`config.mk`:
```
export PLATFORM = sky130hd
export DESIGN_NAME = serial_ram_bist
export DESIGN_NICKNAME = d
export VERILOG_FILES = /design/src/rtl/sbist_pkg.sv /design/src/rtl/sbist_seq.sv /design/src/rtl/sbist_ctrl.sv /design/src/rtl/sbist_obs.sv /design/src/rtl/sbist_mux.sv /design/src/rtl/serial_ram_bist.sv
export SDC_FILE = /design/constraint.sdc
export NUM_CORES = 1
export LEC_CHECK = 0
export BUFFER_PORTS_ARGS = -buffer_cell sky130_fd_sc_hd__buf_2
export CAP_MARGIN = 5
export CORE_UTILIZATION = 25
export DETAILED_ROUTE_END_ITERATION = 10
export HOLD_SLACK_MARGIN = 0.05
export SYNTH_ARGS = -nofsm -noshare
export SYNTH_HDL_FRONTEND = slang
export SYNTH_SLANG_ARGS = --single-unit
export TNS_END_PERCENT = 30
```
`constraint.sdc`:
```
create_clock -name clk -period 1.77 [get_ports clk]
set_input_delay 0.354 -clock clk [delete_from_list [all_inputs] [get_ports clk]]
set_output_delay 0.354 -clock clk [all_outputs]
set_load 0.02 [all_outputs]
```
`src/rtl/sbist_pkg.sv`:
```
package sbist_pkg;
  typedef enum logic [1:0] {
    ST_IDLE  = 2'd0,
    ST_READ  = 2'd1,
    ST_WRITE = 2'd2,
    ST_DONE  = 2'd3
  } sbist_state_t;

  // group index: 0 shifts zeros, 1 shifts ones, 2 shifts zeros
  localparam logic [1:0] GRP_LAST = 2'd2;
endpackage

```
`src/rtl/sbist_seq.sv`:
```
module sbist_seq #(
  parameter int WORDS = 8,
  parameter int BITS  = 4,
  localparam int AW = (WORDS > 1) ? $clog2(WORDS) : 1,
  localparam int PW = (BITS > 1) ? $clog2(BITS) : 1
) (
  input  logic          clk,
  input  logic          clr,
  input  logic          step,
  output logic [AW-1:0] addr,
  output logic [1:0]    grp,
  output logic          last
);
  localparam logic [AW-1:0] ADDR_END = AW'(WORDS - 1);
  localparam logic [PW-1:0] PASS_END = PW'(BITS - 1);

  logic [PW-1:0] pass_q;
  logic          addr_wrap, pass_wrap;

  assign addr_wrap = (addr == ADDR_END);
  assign pass_wrap = (pass_q == PASS_END);
  assign last      = addr_wrap && pass_wrap && (grp == sbist_pkg::GRP_LAST);

  always_ff @(posedge clk) begin
    if (clr) begin
      addr   <= '0;
      pass_q <= '0;
      grp    <= '0;
    end else if (step) begin
      if (addr_wrap) begin
        addr <= '0;
        if (pass_wrap) begin
          pass_q <= '0;
          grp    <= grp + 2'd1;
        end else begin
          pass_q <= pass_q + 1'b1;
        end
      end else begin
        addr <= addr + 1'b1;
      end
    end
  end
endmodule

```
`src/rtl/sbist_ctrl.sv`:
```
module sbist_ctrl
  import sbist_pkg::*;
(
  input  logic         clk,
  input  logic         clr,
  input  logic         go,
  input  logic         seq_last,
  output sbist_state_t state,
  output logic         start
);
  sbist_state_t nxt;

  assign start = (state == ST_IDLE) && go;

  always_comb begin
    nxt = state;
    unique case (state)
      ST_IDLE:  if (go) nxt = ST_READ;
      ST_READ:  nxt = ST_WRITE;
      ST_WRITE: nxt = seq_last ? ST_DONE : ST_READ;
      ST_DONE:  if (!go) nxt = ST_IDLE;
      default:  nxt = ST_IDLE;
    endcase
  end

  always_ff @(posedge clk) begin
    if (clr) state <= ST_IDLE;
    else     state <= nxt;
  end
endmodule

```
`src/rtl/sbist_obs.sv`:
```
module sbist_obs (
  input  logic clk,
  input  logic clr,
  input  logic start,
  input  logic chk_en,
  input  logic cap_en,
  input  logic msb,
  input  logic exp_msb,
  output logic fail,
  output logic sout
);
  always_ff @(posedge clk) begin
    if (clr) begin
      fail <= 1'b0;
      sout <= 1'b0;
    end else begin
      if (start)                         fail <= 1'b0;
      else if (chk_en && msb != exp_msb) fail <= 1'b1;
      if (cap_en) sout <= msb;
    end
  end
endmodule

```
`src/rtl/sbist_mux.sv`:
```
module sbist_mux #(
  parameter int AW = 3,
  parameter int DW = 4
) (
  input  logic          sel_test,
  input  logic [AW-1:0] m_addr,
  input  logic [DW-1:0] m_wdata,
  input  logic          m_we,
  input  logic [AW-1:0] t_addr,
  input  logic [DW-1:0] t_wdata,
  input  logic          t_we,
  output logic [AW-1:0] o_addr,
  output logic [DW-1:0] o_wdata,
  output logic          o_we
);
  assign o_addr  = sel_test ? t_addr  : m_addr;
  assign o_wdata = sel_test ? t_wdata : m_wdata;
  assign o_we    = sel_test ? t_we    : m_we;
endmodule

```
`src/rtl/serial_ram_bist.sv`:
```
module serial_ram_bist
  import sbist_pkg::*;
#(
  parameter int WORDS = 8,
  parameter int BITS  = 4,
  localparam int AW = (WORDS > 1) ? $clog2(WORDS) : 1
) (
  input  logic            clk,
  input  logic            rst,
  input  logic            bist_on,
  input  logic            go,
  output logic            done,
  output logic            fail,
  output logic            sout,
  input  logic [AW-1:0]   mis_addr,
  input  logic [BITS-1:0] mis_wdata,
  input  logic            mis_we,
  output logic [BITS-1:0] mis_rdata,
  output logic [AW-1:0]   ram_addr,
  output logic [BITS-1:0] ram_wdata,
  output logic            ram_we,
  input  logic [BITS-1:0] ram_rdata
);
  sbist_state_t    state;
  logic            clr, start, seq_last, in_write, ser_bit;
  logic [AW-1:0]   t_addr;
  logic [1:0]      grp;
  logic [BITS-1:0] t_wdata;

  assign clr       = rst || !bist_on;
  assign in_write  = (state == ST_WRITE);
  assign ser_bit   = (grp == 2'd1);
  assign t_wdata   = {ram_rdata[BITS-2:0], ser_bit};
  assign done      = (state == ST_DONE);
  assign mis_rdata = ram_rdata;

  sbist_ctrl u_ctrl (
    .clk(clk), .clr(clr), .go(go), .seq_last(seq_last),
    .state(state), .start(start)
  );

  sbist_seq #(.WORDS(WORDS), .BITS(BITS)) u_seq (
    .clk(clk), .clr(clr || start), .step(in_write),
    .addr(t_addr), .grp(grp), .last(seq_last)
  );

  sbist_obs u_obs (
    .clk(clk), .clr(clr), .start(start),
    .chk_en(in_write && grp != 2'd0), .cap_en(in_write),
    .msb(ram_rdata[BITS-1]), .exp_msb(grp == GRP_LAST),
    .fail(fail), .sout(sout)
  );

  sbist_mux #(.AW(AW), .DW(BITS)) u_mux (
    .sel_test(bist_on),
    .m_addr(mis_addr), .m_wdata(mis_wdata), .m_we(mis_we),
    .t_addr(t_addr), .t_wdata(t_wdata), .t_we(in_write),
    .o_addr(ram_addr), .o_wdata(ram_wdata), .o_we(ram_we)
  );
endmodule

```
==> results of run 1 <==
[cells in the final DEF (no fill, tap or decap), types with 2 or more instances in the layout]
cell	synthesis	final
buf_2	0	30
nor2_1	9	9
dfxtp_1	11	9
mux2_2	8	8
ha_1	6	6
mux2i_1	5	5
inv_1	4	4
nand2_1	3	3
clkbuf_4	0	3
a21oi_1	2	2
dfxtp_2	0	2
[per-layer routing]
metal | global-route usage [%] | vias to the layer above | routed length, um
met4 | 5.26 | 0 | 17
met3 | 5.08 | 2 | 49
met5 | 0 | - | 0
met1 | 14.3 | 270 | 606
li1 | - | 288 | -
met2 | 14.4 | 7 | 671
[metrics by stage]
step	cell area (um^2)	utilization (%)	hold WS, ns	setup slack (ns)	power, mW
after floorplan	672	-	0.440	0.389	0.316
after global placement	811	32.4	0.453	0.322	0.342
after detailed placement	811	32.4	0.455	0.301	0.343
after CTS	840	33.6	0.357	0.0657	0.518
after global routing	842	33.7	0.368	0.0358	0.533
final	842	33.7	0.354	0.123	0.507
[where the power goes]
group	internal (mW)	total [mW]	switching [mW]
combinational	0.0397	0.0858	0.0460
clock	0.0836	0.170	0.0865
sequential	0.249	0.251	0.00222
total	0.373	0.507	0.135
[flip-flops by register name (all words and copies together), names as in the netlist]
register,count
u_ctrl.state,2
u_obs.fail,1
u_obs.sout,1
u_seq.addr,3
u_seq.grp,2
u_seq.pass_q,2
[timing repair]
item	4_1_cts	5_1_grt
resized for setup	1	2
endpoints found under the hold margin	0	0
endpoints found under the setup margin	1	1
[cells by family (layout without fill, tap and decap cells)]
kind of cell	Yosys count	count (layout)	share of synthesized area (%)
buffers and inverters	10	38	9.50
AOI/OAI and AO/OA	8	8	8.38
DFF	11	11	32.8
xor gates and xnor gates	2	2	2.61
and+or+nand+nor	19	19	14.7
adders and majority gates	6	6	11.2
muxes	13	13	20.9
[Yosys cell counts, drive strengths merged]
cell type / number / area (um^2)
dfxtp: 11 / 220
nor2: 9 / 33.8
mux2: 8 / 90.1
buf: 6 / 48.8
ha: 6 / 75.1
mux2i: 5 / 50.1
inv: 4 / 15.0
a21oi: 3 / 18.8
nand2: 3 / 11.3
a211oi: 1 / 7.51
a21o: 1 / 7.51
a31oi: 1 / 6.26
a41oi: 1 / 8.76
and2: 1 / 7.51
and2b: 1 / 8.76
nand2b: 1 / 6.26
nand3: 1 / 5.00
nand3b: 1 / 11.3
nand4b: 1 / 8.76
o21bai: 1 / 7.51
or3: 1 / 6.26
xnor2: 1 / 8.76
xor2: 1 / 8.76
[layout make-up]
class                           count  area, um^2
Sequential cell                    11         223
Clock inverter                      1        5.00
Fill cell                         252        1660
Clock buffer                        3        22.5
Tap cell                           30        37.5
Multi-Input combinational cell     48         389
Timing Repair Buffer               30         150
Inverter                            4        15.0
[worst register-to-register path: cells and delay by family, from the launching register on]
| family | cells | cell delay [ns] |
|---|---|---|
| simple gates | 2 | 0.45 |
| flops | 1 | 0.38 |
| compound gates | 1 | 0.11 |
| fa+ha+maj | 2 | 0.41 |
[path summary, 6_finish.rpt]
| path | slack, ns | endpoint | start | cells past startpoint |
|---|---|---|---|---|
| max | 0.12 | ram_wdata[0] | u_seq.grp[1] | 4 |
| min | 0.35 | u_ctrl.state[1] | go | 3 |
| max reg2reg | 0.37 | u_seq.pass_q[0] | u_seq.addr[0] | 5 |
| min reg2reg | 0.46 | u_seq.pass_q[1] | u_seq.pass_q[1] | 2 |
==> out/metrics.sh, run 1 <==
CELLPOWERDENSITY_mW_PER_MM2=602
DETAIL_ROUTE.FIRST_PASS.ITERATIONS=2
POST-CTS-SETUP-BUFFER-COUNT=0
VIA_COUNT=567
AREA_DELTA_SYNTH_FINAL_PCT=25.3
DIE-WIDTH_UM=53.8
LAYOUT_WORST_PATH_CYCLE_SHARE_PCT=93.0
P_LEAK_nW=0.397
END_KIND='output pin'
ROOT_BUFFER='clkbuf_4'
IOPINCOUNT=31
RESULT_OF_THE_RUN='completed'
DRC_ERRORS=0
REQUIRED_TIME_REPORTED_FOR_THE_CRITICAL_PATH_ENDPOINT_NS=1.42
SYNTHESIS.INSTANCES=69
STARTPOINT_TYPE='register'
REPORT.FINAL.SETUP_VIOL=0
DRT-TOTAL-WL_MM=1.35
GR-TOTAL-OVERFLOW=0
MAXCAPVIOLCOUNT=0
PORT_BUFFERS=30
DIE_HEIGHT_UM=53.8
DRC_MARKER_COUNT_FROM_THE_FIRST_DETAILED_ROUTE_ITERATION=4
TRITONCTS.NUM_BUFFERS=3
DRTANTENNAVIOLNETS=0
SYN-NUM-NETS=91
FINAL_PERIOD_MINUS_WORST_SETUP_SLACK_NS=1.65
CORE_BOX_AREA_MM2=0.00250
CTS-HOLD-FIX-BUFFERS=0
TIMING.CRITICAL_PATH.BUF_INV=2
STD_CELL_ROWS=18
CLOCK_TREE.HTREE_LEVEL_COUNT=1
LAYOUT-DRIVE-GT1-SHARE_PCT=49.5
NUMBER_OF_NETS_IN_THE_LAYOUT=120
GRT_PASS1_VIAS=456
SLOWEST_STAGE='dfxtp_1'
CRITICAL-PATH-TOP-DELAY-FAMILY='flip-flops'
GRT_MAX_DEGREE=10
VIA_PER_INST=4.46
IR_WORST_VDD_mV=0.315
GRT_ANTENNA_BEFORE_REPAIR=0
CTS_BUFFER_DEPTH=2
TIMING.FMAX_MHz=607
POSTSYNTHREGISTERBITS=11
CP_SLOWEST_STAGE_DELAY_NS=0.36
SYNTH_SEQUENTIAL_AREA_RATIO_PCT=32.8
STDCELL_COUNT=127
SYN-CELL-AREA_UM2=672
CP_DATA_ARRIVAL_TIME_NS=1.29
STARTING_DENSITY_OF_THE_CORE_PCT=26.9
SETUP_TNS_FINAL_NS=0
CLOCK_LATENCY_NS=0.27
POST_SYNTH.CELL_AREA_AVG_UM2=9.74
CTS_TREE='built'
CRIT_PATH_CELL_TRACE='inv_1 -> ha_1 -> mux2_2 -> buf_2'
SKEW_NS=0.00499
CLKTRANSATPATHREGS_NS=0.07
TRACK_USAGE_PCT=10.8
PLACE_INST=123
SYN_WARNINGS=0
YOSYSUNIQUECELLTYPES=25
PLACE.DETAILED.HPWL_MM=1.09
MAXSLEWHEADROOM_PCT=80.9
ANTENNA_CELLS=0
UNREPAIRED_SETUP_ENDPOINTS_AFTER_GLOBAL_ROUTING='false'
WEIGHTED_CONGESTION_AT_THE_END_OF_ROUTABILITY_DRIVEN_GLOBAL_PLACEMENT=0.724
WL_PER_CELL_UM=10.6
CRIT_FANOUT=3
CTS_NUM_SINKS=11
FP.DIEAREA_MM2=0.00290
HOLD_VIOL_FINAL=0
GRT_PASS1_WL_MM=2.13
TIMING_MAX_TRANSITION_VIOLATIONS_FINAL=0
TIGHTESTPINTRANSITION_NS=0.286
MIN_PATH_TYPE='input port to register'
SETUP.WORST_PATH.CLASS='register to output pin'
(Power assumes the default switching activity.)
==> inputs of run 2 (changes only) <==
--- a/config.mk
+++ b/config.mk
@@ -9,6 +9,8 @@
 export CAP_MARGIN = 5
 export CORE_UTILIZATION = 25
 export DETAILED_ROUTE_END_ITERATION = 10
+export GPL_ROUTABILITY_DRIVEN = 0
+export GPL_TIMING_DRIVEN = 0
 export HOLD_SLACK_MARGIN = 0.05
 export SYNTH_ARGS = -nofsm -noshare
 export SYNTH_HDL_FRONTEND = slang
==> out/metrics.sh, run 2 (synthesis results as in run 1) <==
GRT_ANTENNA_BEFORE_REPAIR=0  # unchanged
RESULT_OF_THE_RUN='completed'
DIE-WIDTH_UM=53.8  # unchanged
HOLD_VIOL_FINAL=0  # unchanged
NUMBER_OF_NETS_IN_THE_LAYOUT=127  # +5.8%
CTS_TREE='built'
FINAL_PERIOD_MINUS_WORST_SETUP_SLACK_NS=1.71  # +0.0601 ns
MAXSLEWHEADROOM_PCT=80.4  # -0.45 points
TRITONCTS.NUM_BUFFERS=3  # unchanged
DIE_HEIGHT_UM=53.8  # unchanged
IOPINCOUNT=31  # unchanged
FINAL_UTIL_PCT=36.3  # +2.6 points
END_KIND='output pin'
CTS_BUFFER_DEPTH=2  # unchanged
CLOCK_TREE.HTREE_LEVEL_COUNT=1  # unchanged
TIGHTESTPINTRANSITION_NS=0.293  # +0.00677 ns
WL_PER_CELL_UM=10.5  # -1.2%
MIN_PATH_TYPE='input port to register'
DRC_MARKER_COUNT_FROM_THE_FIRST_DETAILED_ROUTE_ITERATION=3  # -1
CTS-HOLD-FIX-BUFFERS=0  # unchanged
ROOT_BUFFER='clkbuf_4'
MIN_DELAY_PATH_DEPTH=3  # unchanged
GRT_PASS1_WL_MM=2.22  # +4.5%
AREA_DELTA_SYNTH_FINAL_PCT=35.0
REGMOSTFLOPS='u_seq.addr'
DRT-TOTAL-WL_MM=1.40  # +4.2%
GRT_MAX_DEGREE=10  # unchanged
REQUIRED_TIME_REPORTED_FOR_THE_CRITICAL_PATH_ENDPOINT_NS=1.42  # about the same
IR_WORST_VDD_mV=0.453  # +44%
CTS_NUM_SINKS=11  # unchanged
PLACE_INST=128  # +4.1%
STARTING_DENSITY_OF_THE_CORE_PCT=26.9  # unchanged
REPORT.FINAL.SETUP_VIOL=0  # unchanged
MOSTFREQUENTLAYOUTCELLS='buf_2 (28), nor2_1 (9), dfxtp_1 (9)'
CRIT_FANOUT=7  # +4
MOST_FREQUENT_STANDARD_CELL_IN_THE_LAYOUT_EXCLUDING_FILL_AND_TAP_CELLS='buf_2'
CELLPOWERDENSITY_mW_PER_MM2=575  # -4.6%
ANTENNA_CELLS=0  # unchanged
GR-TOTAL-OVERFLOW=0  # unchanged
FF_LATCH_AREA_UM2=225  # +1.1%
TIMING.FMAX_MHz=586  # -3.5%
LAYOUT-DRIVE-GT1-SHARE_PCT=51.9  # +2.4 points
FP.DIEAREA_MM2=0.00290  # unchanged
MAXCAPVIOLCOUNT=0  # unchanged
CLKTRANSATPATHREGS_NS=0.07  # about the same
MULTIINPUTGATEAREA_UM2=388  # -0.32%
STDCELL_COUNT=134  # +5.5%
DETAIL_ROUTE.FIRST_PASS.ITERATIONS=2  # unchanged
FILLER_CELL_COUNT=260  # +3.2%
MAX_FFS_PER_REGISTER=3  # unchanged
STARTPOINT_TYPE='register'
FINAL_CELL_AREA_UM2=907  # +7.7%
DRTANTENNAVIOLNETS=0  # unchanged
VIA_COUNT=575  # +1.4%
DETAILED_PLACE.AREA_UM2=855  # +5.4%
STD_CELL_ROWS=18  # unchanged
DRC_ERRORS=0  # unchanged
PORT_BUFFERS=29  # -3.3%
CLOCK_LATENCY_NS=0.27  # about the same
UNREPAIRED_SETUP_ENDPOINTS_AFTER_GLOBAL_ROUTING='false'
TIMING_MAX_TRANSITION_VIOLATIONS_FINAL=0  # unchanged
PLACE.DETAILED.HPWL_MM=1.10  # +0.44%
NUMBER_OF_CELLS_ON_THE_WORST_REG_TO_REG_PATH=5  # unchanged
TRACK_USAGE_PCT=11.2  # +0.41 points
SETUP_TNS_FINAL_NS=0  # unchanged
CORE_BOX_AREA_MM2=0.00250  # unchanged
GRT_PASS1_VIAS=524  # +15%
SETUP.WORST_PATH.CLASS='register to output pin'
VIA_PER_INST=4.29  # -3.9%
P_LEAK_nW=0.435  # +9.5%
LAYOUT_WORST_PATH_CYCLE_SHARE_PCT=96.4  # +3.4 points
CP_DATA_ARRIVAL_TIME_NS=1.35  # +0.06 ns
SKEW_NS=0.00107  # -0.00393 ns
POWER.TOTAL_uW=521  # +2.8%
==> run 2: cell count changes in the layout (fill, tap and decap cells not counted), sizes merged <==
cell    previous run  this run
buf               30        37
clkbuf             3         4
clkinv             1         0
==> run 2: per-stage QoR <==
step | hold WS (ns) | setup WS, ns
global placement | 0.446 | 0.254
global route | 0.374 | 0.0166
detailed placement | 0.455 | 0.259
finish | 0.346 | 0.0630
CTS | 0.342 | 0.0300
floorplan | 0.440 | 0.389
==> run 2: final timing paths <==
kind,end,from,slack (ns)
setup / recovery,ram_we,u_ctrl.state[1],0.06
hold reg to reg,u_seq.pass_q[1],u_seq.pass_q[1],0.46
hold / removal,u_ctrl.state[1],go,0.35
setup reg to reg,u_seq.pass_q[0],u_seq.addr[0],0.35
==> run 2: final cells by class <==
class / instances / share of cell area (%)
buffer: 6 / 5.38
timing repair buffer: 31 / 18.3
inverter: 4 / 1.66
multi-input combinational: 48 / 42.8
tap: 30 / 4.14
clock buffer: 4 / 2.90
sequential: 11 / 24.8
==> run 2: layer usage <==
layer	share of wire, %	routed length [um]	vias up	GRT usage [%]
met5	0	0	-	0
met4	1.6	23	0	5.26
met3	3.8	53	5	5.08
met2	50	699	6	17.5
met1	45	626	260	12.9
li1	-	-	304	-
==> run 2: critical path: stages (launching register included) <==
cell and delay (ns):
dfxtp_4 0.35, and2b_2 0.19, buf_6 0.14, mux2_2 0.27, buf_6 0.13
==> run 2: power by group <==
group	internal [mW]	switching, mW	total, mW	leakage (nW)
logic	0.0495	0.0496	0.0991	0.330
registers	0.248	0.00115	0.249	0.0899
clock network	0.0874	0.0860	0.173	0.0150
total	0.385	0.137	0.521	0.435
==> run 2: repair_timing <==
action,in CTS,in global routing
buffers inserted,1,1
resized for setup,2,3
endpoints found under the setup margin,1,1
==> inputs of run 3 (changes only) <==
--- a/config.mk
+++ b/config.mk
@@ -8,6 +8,7 @@
 export BUFFER_PORTS_ARGS = -buffer_cell sky130_fd_sc_hd__buf_2
 export CAP_MARGIN = 5
 export CORE_UTILIZATION = 25
+export CTS_CLUSTER_DIAMETER = 200
 export DETAILED_ROUTE_END_ITERATION = 10
 export GPL_ROUTABILITY_DRIVEN = 0
 export GPL_TIMING_DRIVEN = 0
==> constraint.sdc (replaced) <==
create_clock -name clk -period 1.4 [get_ports clk]
set_input_delay 0.28 -clock clk [delete_from_list [all_inputs] [get_ports clk]]
set_output_delay 0.28 -clock clk [all_outputs]
set_load 0.02 [all_outputs]
==> out/metrics.sh, run 3 (synthesis results as in run 1) <==
RESULT_OF_THE_RUN='complete, but fails checks'
VIOLATIONS='setup timing'
ROOT_BUFFER='clkbuf_4'
HOLD_START='go'
DRT-TOTAL-WL_MM=1.52  # +8.7%
MIN_PATH_TYPE='input port to register'
PORT_BUFFERS=29  # unchanged
DIE-WIDTH_UM=53.8  # unchanged
CP_SLOWEST_STAGE_DELAY_NS=0.34  # about the same
SETUP.WORST_PATH.CLASS='register to output pin'
DRTANTENNAVIOLNETS=0  # unchanged
CLKPWRFRAC_PCT=33.1  # about the same
P_INT_uW=490  # +27%
VIA_PER_INST=4.39  # +2.3%
SKEW_NS=0.000978  # -0.0000893 ns
CORE_BOX_AREA_MM2=0.00250  # unchanged
GRT_ANTENNA_BEFORE_REPAIR=0  # unchanged
FILLER_CELL_COUNT=258  # -0.77%
NET-SWITCHING-POWER_uW=177  # +29%
REGMOSTFLOPS='u_seq.addr'
REQUIRED_TIME_REPORTED_FOR_THE_CRITICAL_PATH_ENDPOINT_NS=1.12  # -0.30 ns
DRC_MARKER_COUNT_FROM_THE_FIRST_DETAILED_ROUTE_ITERATION=2  # -1
DETAIL_ROUTE.FIRST_PASS.ITERATIONS=3  # +1
GRT_PASS1_WL_MM=2.34  # +5.3%
REPORT.FINAL.SETUP_VIOL=2  # +2
FINALWORSTSETUPSLACK_NS=-0.0661  # -0.129 ns
PLACE_INST=128  # unchanged
GR_UTIL_MET2_PCT=18.5  # +1.0 points
STD_CELL_ROWS=18  # unchanged
WORSTSETUPSTARTPOINT='u_ctrl.state[0]'
GR-TOTAL-OVERFLOW=0  # unchanged
CELLPOWERDENSITY_mW_PER_MM2=689  # +20%
ROUTING_LAYER_WITH_THE_TOP_USAGE_IN_GLOBAL_ROUTE='met2'
HOLD_VIOL_FINAL=0  # unchanged
TIGHTESTPINTRANSITION_NS=0.310  # +0.0165 ns
STARTING_DENSITY_OF_THE_CORE_PCT=26.9  # unchanged
MAX_FFS_PER_REGISTER=3  # unchanged
PLACE.DETAILED.HPWL_MM=1.10  # unchanged
MAXSLEWHEADROOM_PCT=79.4  # -1.1 points
CP_DATA_ARRIVAL_TIME_NS=1.19  # -0.16 ns
CRIT_PATH_CELL_TRACE='and2b_4 -> mux2_4 -> buf_6'
IOPINCOUNT=31  # unchanged
MAXCAPVIOLCOUNT=0  # unchanged
CLKTRANSATPATHREGS_NS=0.07  # about the same
CRIT_FANOUT=2  # -5
FP.DIEAREA_MM2=0.00290  # unchanged
POWER_FRAC_COMB_PCT=19.7  # +0.7 points
TRITONCTS.NUM_BUFFERS=3  # unchanged
CLOCK_LATENCY_NS=0.27  # about the same
CLOCK_TREE.HTREE_LEVEL_COUNT=1  # unchanged
CTS_BUFFER_DEPTH=2  # unchanged
SEQ_POWER_SHARE_PCT=47.2  # -0.6 points
SWITCHING_SHARE_PCT=26.5  # +0.27 points
ANTENNA_CELLS=0  # unchanged
CTS_NUM_SINKS=11  # unchanged
CTS_TREE='built'
SLOWEST_STAGE='dfxtp_2'
LAYOUT-DRIVE-GT1-SHARE_PCT=57.5  # +5.6 points
IR_WORST_VDD_mV=0.573  # +26%
TIMING.FMAX_MHz=682
FINAL_PERIOD_MINUS_WORST_SETUP_SLACK_NS=1.47
TRACK_USAGE_PCT=11.8  # +0.58 points
AREA_DELTA_SYNTH_FINAL_PCT=44.1
MOST_FREQUENT_STANDARD_CELL_IN_THE_LAYOUT_EXCLUDING_FILL_AND_TAP_CELLS='buf_2'
UNREPAIRED_SETUP_ENDPOINTS_AFTER_GLOBAL_ROUTING='true'
END_KIND='output pin'
DIE_HEIGHT_UM=53.8  # unchanged
GRT_MAX_DEGREE=10  # unchanged
SETUP_TNS_FINAL_NS=-0.130  # -0.130 ns
NUMBER_OF_NETS_IN_THE_LAYOUT=129  # +1.6%
P_LEAK_nW=0.451  # +3.7%
MOSTFREQUENTLAYOUTCELLS='buf_2 (26), buf_4 (10), nor2_1 (9)'
WORSTREG2REGSTART='u_seq.addr[1]'
CTS-HOLD-FIX-BUFFERS=0  # unchanged
GRT_PASS1_VIAS=548  # +4.6%
LAYOUT_WORST_PATH_CYCLE_SHARE_PCT=105
WL_PER_CELL_UM=11.2  # +7.1%
GLOBAL_ROUTE.USAGE.MET3_PCT=5.08  # unchanged
STDCELL_COUNT=136  # +1.5%
GLOBALROUTEMET1UTIL_PCT=13.8  # +0.84 points
VIA_COUNT=597  # +3.8%
DRC_ERRORS=0  # unchanged
TIMING_MAX_TRANSITION_VIOLATIONS_FINAL=0  # unchanged
STARTPOINT_TYPE='register'
## run 3: through the flow
| step | total power [mW] | hold WS (ns) | cell area (um^2) | setup slack, ns | util (%) |
|---|---|---|---|---|---|
| after global routing | 0.708 | 0.306 | 968 | -0.111 | 38.7 |
| after global placement | 0.442 | 0.446 | 855 | -0.0422 | 34.2 |
| after CTS | 0.678 | 0.266 | 943 | -0.0731 | 37.7 |
| final | 0.667 | 0.271 | 968 | -0.0661 | 38.7 |
| after detailed placement | 0.444 | 0.455 | 855 | -0.0374 | 34.2 |
| after floorplan | 0.399 | 0.417 | 672 | 0.0928 | - |
## run 3: what timing repair did
item	4_1_cts	5_1_grt
gates cloned	0	0
setup endpoints to repair	4	6
setup buffers	4	1
pin swaps	0	0
gates resized for setup	16	4
## run 3: area by class of cell
cell class | instances | area [um^2] | share of cell area (%)
buffer | 5 | 37.5 | 3.88
clock buffer | 4 | 26.3 | 2.71
inverter | 4 | 15.0 | 1.55
multi-input combinational | 48 | 423 | 43.7
sequential | 11 | 228 | 23.5
tap | 30 | 37.5 | 3.88
timing repair buffer | 34 | 201 | 20.8
## run 3: metal layers
metal / vias to the layer above / share of wire [%]
met5: - / 0
met4: 0 / 1.5
met3: 5 / 3.4
met2: 6 / 51
met1: 277 / 44
li1: 309 / -
## run 3: critical path, delay by kind of cell, from the launching register on
| family | cells | cell delay, ns |
|---|---|---|
| and+or+nand+nor | 1 | 0.19 |
| buffers and inverters | 1 | 0.13 |
| muxes | 1 | 0.26 |
| DFF | 1 | 0.34 |
## run 3: path summary, 6_finish.rpt
check        depth (start not counted)               to  slack, ns
min reg2reg                          2  u_seq.pass_q[1]       0.46
max                                  3           ram_we      -0.07
max reg2reg                          5  u_seq.pass_q[0]       0.08
min                                  3  u_ctrl.state[1]       0.27
## run 3: power groups by stage
stage	registers, mW	clock network, mW	logic [mW]
final	0.315	0.221	0.131
after global routing	0.315	0.251	0.143
after CTS	0.314	0.232	0.131
after detailed placement	0.325	0	0.119
after global placement	0.325	0	0.118
after floorplan	0.324	0	0.0749
